**src/rtl/spi_clk_pkg.sv**
```systemverilog
package spi_clk_pkg;
  parameter int SCALE_W = 4;
  parameter int CNT_W   = 8;

  typedef struct packed {
    logic [CNT_W-1:0] high;
    logic [CNT_W-1:0] low;
  } phase_cfg_t;
endpackage

```
**src/rtl/spi_clk_prescale.sv**
```systemverilog
module spi_clk_prescale #(
  parameter int SCALE_W = 4
) (
  input  logic               clk_i,
  input  logic               rst_ni,
  input  logic               run_i,
  input  logic [SCALE_W-1:0] scale_i,
  output logic               tick_en_o
);
  localparam int PRE_W = (2 ** SCALE_W) - 1;

  logic [PRE_W:0]   span, span_m1;
  logic [PRE_W-1:0] mask, cnt_q;

  always_comb begin
    span    = {{PRE_W{1'b0}}, 1'b1} << scale_i;
    span_m1 = span - 1'b1;
    mask    = span_m1[PRE_W-1:0];
  end

  assign tick_en_o = run_i && (cnt_q == mask);

  always_ff @(posedge clk_i or negedge rst_ni) begin
    if (!rst_ni)        cnt_q <= '0;
    else if (!run_i)    cnt_q <= '0;
    else if (tick_en_o) cnt_q <= '0;
    else                cnt_q <= cnt_q + 1'b1;
  end

  // with a nonzero scale, enables never land on adjacent cycles
  p_pre_spaced_r1: assert property (@(posedge clk_i) disable iff (!rst_ni)
    (tick_en_o && scale_i != '0 && run_i) |=> (!tick_en_o || !$stable(scale_i)));
endmodule

```
**src/rtl/spi_clk_phase.sv**
```systemverilog
module spi_clk_phase
  import spi_clk_pkg::*;
(
  input  logic       clk_i,
  input  logic       rst_ni,
  input  logic       active_i,
  input  logic       tick_en_i,
  input  logic       cpol_i,
  input  phase_cfg_t cfg_i,
  output logic       sclk_o,
  output logic       lead_o,
  output logic       trail_o
);
  logic             sclk_q, lead_q, trail_q;
  logic [CNT_W-1:0] cnt_q, cur_len;
  logic             hit;

  assign cur_len = sclk_q ? cfg_i.high : cfg_i.low;
  assign hit     = active_i && tick_en_i && (cnt_q == cur_len - 1'b1);

  always_ff @(posedge clk_i or negedge rst_ni) begin
    if (!rst_ni) begin
      sclk_q  <= 1'b0;
      cnt_q   <= '0;
      lead_q  <= 1'b0;
      trail_q <= 1'b0;
    end else if (!active_i) begin
      sclk_q  <= cpol_i;
      cnt_q   <= '0;
      lead_q  <= 1'b0;
      trail_q <= 1'b0;
    end else begin
      lead_q  <= hit && (sclk_q == cpol_i);
      trail_q <= hit && (sclk_q != cpol_i);
      if (hit) begin
        sclk_q <= ~sclk_q;
        cnt_q  <= '0;
      end else if (tick_en_i) begin
        cnt_q <= cnt_q + 1'b1;
      end
    end
  end

  assign sclk_o  = sclk_q;
  assign lead_o  = lead_q;
  assign trail_o = trail_q;

  p_strobe_excl_r6: assert property (@(posedge clk_i) disable iff (!rst_ni)
    $onehot0({lead_q, trail_q}));

  p_edge_has_strobe_r6: assert property (@(posedge clk_i) disable iff (!rst_ni)
    ($past(active_i) && active_i && sclk_q != $past(sclk_q)) |-> (lead_q || trail_q));

  p_lead_level_r5: assert property (@(posedge clk_i) disable iff (!rst_ni)
    (lead_q && $stable(cpol_i)) |-> (sclk_q != cpol_i));

  p_stop_quiet_r7: assert property (@(posedge clk_i) disable iff (!rst_ni)
    !active_i |=> (!lead_q && !trail_q));
endmodule

```
**src/rtl/spi_clk_timer.sv**
```systemverilog
module spi_clk_timer
  import spi_clk_pkg::*;
(
  input  logic         clk_i,
  input  logic         rst_ni,
  input  logic         active_i,
  input  logic         tick_en_i,
  input  phase_cfg_t   cfg_i,
  output logic         tick_o
);
  localparam int TMR_W = 2 * CNT_W;

  logic [TMR_W-1:0] reload, cnt_q;
  logic             tick_q;

  assign reload = {cfg_i.high, cfg_i.low};

  always_ff @(posedge clk_i or negedge rst_ni) begin
    if (!rst_ni) begin
      cnt_q  <= '0;
      tick_q <= 1'b0;
    end else if (!active_i) begin
      cnt_q  <= reload;
      tick_q <= 1'b0;
    end else if (tick_en_i) begin
      tick_q <= (cnt_q == '0);
      cnt_q  <= (cnt_q == '0) ? reload : cnt_q - 1'b1;
    end else begin
      tick_q <= 1'b0;
    end
  end

  assign tick_o = tick_q;

  p_tick_needs_mode_r8: assert property (@(posedge clk_i) disable iff (!rst_ni)
    tick_q |-> $past(active_i));
endmodule

```
**src/rtl/spi_clk_gen.sv**
```systemverilog
module spi_clk_gen
  import spi_clk_pkg::*;
(
  input  logic               clk_i,
  input  logic               rst_ni,
  input  logic               run_en_i,
  input  logic               cpol_i,
  input  logic [SCALE_W-1:0] scale_i,
  input  logic [CNT_W-1:0]   low_i,
  input  logic [CNT_W-1:0]   high_i,
  input  logic               timer_mode_i,
  output logic               sclk_o,
  output logic               lead_o,
  output logic               trail_o,
  output logic               tick_o
);
  phase_cfg_t cfg;
  logic       spi_act, tmr_act, tick_en;

  assign cfg.low  = low_i;
  assign cfg.high = high_i;
  assign spi_act  = run_en_i && (low_i != '0) && (high_i != '0);
  assign tmr_act  = timer_mode_i && !run_en_i;

  spi_clk_prescale #(.SCALE_W(SCALE_W)) u_pre (
    .clk_i     (clk_i),
    .rst_ni    (rst_ni),
    .run_i     (spi_act || tmr_act),
    .scale_i   (scale_i),
    .tick_en_o (tick_en)
  );

  spi_clk_phase u_phase (
    .clk_i     (clk_i),
    .rst_ni    (rst_ni),
    .active_i  (spi_act),
    .tick_en_i (tick_en),
    .cpol_i    (cpol_i),
    .cfg_i     (cfg),
    .sclk_o    (sclk_o),
    .lead_o    (lead_o),
    .trail_o   (trail_o)
  );

  spi_clk_timer u_tmr (
    .clk_i     (clk_i),
    .rst_ni    (rst_ni),
    .active_i  (tmr_act),
    .tick_en_i (tick_en),
    .cfg_i     (cfg),
    .tick_o    (tick_o)
  );

  p_no_tick_when_run_r9: assert property (@(posedge clk_i) disable iff (!rst_ni)
    run_en_i |=> !tick_o);

  p_zero_count_idle_r4: assert property (@(posedge clk_i) disable iff (!rst_ni)
    (low_i == '0 || high_i == '0) |=> (!lead_o && !trail_o));
endmodule

```
**config.mk**
```make
export PLATFORM = sky130hd
export DESIGN_NAME = spi_clk_gen
export DESIGN_NICKNAME = d
export VERILOG_FILES = /design/src/rtl/spi_clk_pkg.sv /design/src/rtl/spi_clk_prescale.sv /design/src/rtl/spi_clk_phase.sv /design/src/rtl/spi_clk_timer.sv /design/src/rtl/spi_clk_gen.sv
export SDC_FILE = /design/constraint.sdc
export NUM_CORES = 1
export LEC_CHECK = 0
export BUFFER_PORTS_ARGS = -buffer_cell sky130_fd_sc_hd__buf_2
export CAP_MARGIN = 20
export CORE_ASPECT_RATIO = 1.25
export CORE_MARGIN = 3
export CORE_UTILIZATION = 40
export CTS_CLUSTER_SIZE = 12
export DETAILED_ROUTE_END_ITERATION = 6
export GPL_TIMING_DRIVEN = 0
export SLEW_MARGIN = 10
export SYNTH_ARGS = -nofsm -noshare
export SYNTH_HDL_FRONTEND = slang
export SYNTH_HIERARCHICAL = 1
export SYNTH_SLANG_ARGS = --single-unit
```
**constraint.sdc**
```tcl
create_clock -name clk_i -period 4.45 [get_ports clk_i]
set_clock_uncertainty 0.15 [all_clocks]
set_input_delay 0.6675 -clock clk_i [delete_from_list [all_inputs] [get_ports clk_i]]
set_output_delay 0.6675 -clock clk_i [all_outputs]
set_load 0.03 [all_outputs]
```
======== Word level (Yosys, flattened, before mapping) ========
Index checks and enable logic that the tools add are counted.
word-level totals
  register bits after elaboration ......... 43
  input port bits ......................... 25
  output and inout bits ................... 4
cells by class
  add/subtract/negate cells ............... 5
  equal/unequal tests ..................... 7
  shifts and indexed selects .............. 1
  mux-type cells .......................... 15
  bitwise operators ....................... 1
  reductions and logical operators ........ 13
operators with widths
  kind                                                   number
  two-way mux 16 bit                                     3
  two-way mux 8 bit                                      4
  two-way mux 15 bit                                     2
  zero test 16 bit                                       1
  nonzero test 8 bit                                     2
  subtractor 16 x 1 -> 16 bit, second input constant     1
  adder 15 x 1 -> 15 bit, second input constant          1
  equality test 15 bit                                   1
  << shifter 1 x 4 -> 15 bit, first input constant       1
  subtractor 15 x 1 -> 15 bit, second input constant     1
  adder 8 x 1 -> 8 bit, second input constant            1
  equality test 8 bit                                    1
  logical AND 1 bit                                      8
  subtractor 8 x 1 -> 8 bit, second input constant       1
  two-way mux 1 bit                                      6
  inequality test 2 x 1 -> 1 bit, second input constant  2
  inequality test 3 x 1 -> 1 bit, second input constant  1
  equality test 1 bit                                    1
  zero test 1 bit                                        1
  logical OR 1 bit                                       1
  inequality test 1 bit                                  1
  inverter 1 bit                                         1

======== Logic depth before layout (Yosys ltp) ========
  word-level depth ........................ 9
  mapped depth ............................ 19
  depth with buffers taken out ............ 15

======== By module ========
Netlist, hierarchy kept.
by module, submodules not included
  module            instances  cells an instance  area each (µm²)  sequential area each (µm²)
  spi_clk_timer     1          144                1291.2           425.4
  spi_clk_prescale  1          153                1265.0           375.4
  spi_clk_phase     1          94                 882.1            275.3
  spi_clk_gen       1          9                  67.6             0.0

======== Worst setup path after synthesis ========
OpenSTA, ideal clock, no wires.
  path type ............................... input port to flip-flop
  start ................................... input scale_i[2]
  end ..................................... register u_phase.cnt_q[2]
  setup time .............................. 0.123 ns
  data arrival time ....................... 4.645 ns
  slack ................................... -0.468 ns
  stages .................................. 17
  path through ............................ buf_4 > clkbuf_1 > nor2_1 > nand3b_1 > ha_1 > buf_2 > xnor2_1 > xnor2_1 > or4_1 > or4b_4 > buf_6 > inv_1 > nand2_1 > or4_1 > or4b_4 > o21ai_4 > nor2_1
between the ends
  cells in the longest elaborated chain, start to end .. 8
ends and longest elaborated chain
  what                             RTL line                text
  start, declared                  spi_clk_gen.sv:8        input logic [SCALE_W-1:0] scale_i,
  << shifter 1 x 4 -> 15 bit *     spi_clk_prescale.sv:16  span = {{PRE_W{1'b0}}, 1'b1} << scale_i;
  subtractor 15 x 1 -> 15 bit *    spi_clk_prescale.sv:17  span_m1 = span - 1'b1;
  equality test 15 bit *           spi_clk_prescale.sv:21  assign tick_en_o = run_i && (cnt_q == mask);
  logical AND 1 bit *              spi_clk_prescale.sv:21
  via tick_en                      spi_clk_gen.sv:18       logic spi_act, tmr_act, tick_en;
  logical AND 1 bit (2 in series)  spi_clk_phase.sv:19     assign hit = active_i && tick_en_i && (cnt_q == cur_len - 1'b1);
  two-way mux 8 bit                spi_clk_phase.sv:35     if (hit) begin
  two-way mux 8 bit                spi_clk_phase.sv:27     end else if (!active_i) begin
  end signal, assigned             spi_clk_phase.sv:39     cnt_q <= cnt_q + 1'b1;
  end, declared                    spi_clk_phase.sv:15     logic [CNT_W-1:0] cnt_q, cur_len;
The timed path passes the listed nets; every way through them passes the cells marked *.
A chain may end at the register's enable or synchronous reset.

======== Worst setup path in the final report ========
  start ................................... input scale_i[0]
  end ..................................... register u_phase.cnt_q[7]
The elaborated chain is that of the path after synthesis.

==> flow_summary.ini <==
[route]
antenna_left = 0
vias = 3332
top_layer = met4
firstDrtPassIters = 6
met1Wirelength_um = 4020
wl_met2_um = 4750
drt_first_iter_violations = 241
drt-total-wl_um = 9530
viasPerCell = 5.87
drc = 0
met3WireLength_um = 555
wl_per_cell_um = 16.8

[grt]
grt_overflow = 0
antenna_found_initial = 0
grt_pass1_vias = 3115
grt_first_pass_wirelength_um = 15400
grt.total_usage_pct = 18.7
grt_max_degree = 44

[final_layout]
layout-drive-gt1-share_pct = 21.3
multiInputGateArea_um2 = 2280
antenna_cells = 0
nNetsFinal = 481
area_growth_pct = 19.0
num-fill-cells = 824
seq_area_um2 = 1080
fin_util_pct = 49.8
layout_commonest_cell = dfrtp_1
layout_common_cells = 43 x dfrtp_1, 32 x nor2_1, 26 x buf_2

[run]
maxCapViolations = 0

[setup_path]
crit_fanout = 7
cp_cell_sequence = buf_4 > buf_6 > nor2_1 > nand2_1 > ha_4 > xor2_2 > o32ai_2 > xor2_1 > or4_4 > or4b_4 > clkinv_4 > nand2_4 > or4_4 > or4b_4 > o21ai_4 > nor2_1
worstSetupStartpointType = input port
r2r_cells = 11
path_class = in2reg
slowest_delay_ns = 0.56
worst_ep_arrival_time_ns = 4.41
timing.rr.start = u_pre/cnt_q[13]
required_ns = 4.48
cp-startpoint = scale_i[0]
cpMaxStageDelayCell = or4b_4
cp-end-kind = flip-flop

[synthesis]
syn_area_per_cell_um2 = 8.76
ys_ff_latch = 43
ys.flop_type = dfrtp_1
ys_types = 77
synthesis.nets = 431
syn_area_um2 = 3510
async_flop_share_pct = 100
synth_edf_count = 0
synth-warning-count = 6
synthCells = 400
ys_seq_area_share_pct = 30.7

[power_and_ir_drop]
power_density_nw_per_um2 = 230
ir_drop_uv = 147
p_leak_nw = 1.81

[die]
die_y_um = 111
ios = 29
die-area_um2 = 9930
coreArea_um2 = 8380
start_util_pct = 41.8
die_x_um = 89.7
num_rows = 37

[sta]
final-setup-viol-count = 0
tightestPinTransition_ns = 0.964
holdWs_ns = 0.367
rsz0062_at_grt = true
slew_viol_final = 0
period_share_pct = 98.5
hold_viol_final = 0
max-slew-margin-rel_pct = 34.8
fin_crit_ns = 4.38
fmax_mhz = 228

[placement]
place_congestion = 0.906
dp_hpwl_um = 6800
io_buffers = 27

[cts]
numCtsBuffers = 5
cts-htree-levels = 2
clk_path_buf_depth = 2
clk_pin_slew_ns = 0.08
cts.sinks = 43
clk_latency_ns = 0.29
holdBufCountCts = 0
cts_tree = built
clock-root-buffer = clkbuf_8

[run_status]
outcome = complete, no violations

[min_path]
hp-class = in2async
stage by stage:
| stage | setup TNS (ns) | power, mW | cell area (um^2) | worst slack (ns) | instances |
|---|---|---|---|---|---|
| final | 0 | 0.959 | 4170 | 0.0680 | 568 |
| after global routing | -0.255 | 1.01 | 4170 | -0.0513 | 568 |
| after CTS | 0 | 0.954 | 3990 | 0.00641 | 554 |
| after detailed placement | -7.48 | 0.674 | 3860 | -0.622 | 544 |
| after global placement | -6.83 | 0.671 | 3860 | -0.587 | 544 |
| after floorplan | -0.0759 | 0.603 | 3570 | -0.0126 | 400 |
critical path, delay by kind of cell:
family	cells	cell delay [ns]
adders and majority gates	1	0.20
and+or+nand+nor	8	2.51
xor gates and xnor gates	2	0.33
AOI/OAI and AO/OA	2	0.35
buffers and inverters	3	0.35
where the power goes:
group,switching (mW),internal (mW)
Clock,0.132,0.142
Combinational,0.127,0.113
Sequential,0.0332,0.412
Total,0.293,0.666
cells by family (layout without fill, tap and decap cells):
logic type | after synthesis | count (layout) | share of synthesized area, %
and+or+nand+nor | 179 | 179 | 30.4
buffers and inverters | 41 | 92 | 6.46
adders and majority gates | 6 | 6 | 2.14
AOI/OAI and AO/OA | 81 | 81 | 17.6
DFF | 43 | 43 | 30.7
muxes | 8 | 8 | 2.28
xor gates and xnor gates | 42 | 42 | 10.5
layer usage:
layer / vias up / GRT usage [%]
li1: 1589 / -
met1: 1585 / 24.0
met2: 137 / 32.7
met3: 21 / 2.44
met4: 0 / 5.52
met5: - / 0
final timing paths:
check | endpoint | slack, ns
setup / recovery | u_phase/cnt_q[7] | 0.07
hold / removal | u_tmr/cnt_q[4] | 0.37
setup reg to reg | u_phase/cnt_q[7] | 0.59
hold reg to reg | u_phase/cnt_q[7] | 0.42
max in group asynchronous | u_phase/cnt_q[1] | 3.18
min in group clk_i | u_phase/cnt_q[7] | 0.42
cell usage after synthesis, drive strengths merged, types with 6 or more instances:
cell	number	area [um^2]
o21ai	14	81.3
xnor2	23	201
nand2	22	82.6
clkbuf	11	45.1
or4b	6	67.6
nand4	10	62.6
mux2i	8	80.1
and3	20	126
ha	6	75.1
nor2b	7	43.8
nand3	11	55.1
dfrtp	43	1080
nor4	12	103
a31oi	7	43.8
nor3	18	90.1
xor2	19	166
buf	13	106
or3	7	45.1
or4	6	52.6
a2bb2oi	8	70.1
nor2	33	124
inv	16	62.6
flip-flops by register name, summed over array words and instances, names as in the netlist:
name             flops
u_tmr/cnt_q         16
u_pre/cnt_q         15
u_phase/cnt_q        8
u_phase/lead_o       1
u_phase/sclk_o       1
u_phase/trail_o      1
u_tmr/tick_o         1
area by class of cell:
type / instances / share of cell area, %
repair buffers: 46 / 7.53
multi-input cells: 316 / 54.7
flip-flops and latches: 43 / 25.8
inverters: 16 / 1.62
well taps: 117 / 3.51
plain buffers: 22 / 4.41
clock buffers: 8 / 2.40
repair_timing:
action                     in CTS  in global routing
setup endpoints to repair      10                 10
resized for setup               5                 27
buffers inserted                3                 16
pin swaps                       5                 17
No activity file was read; power rests on OpenSTA's default activity.
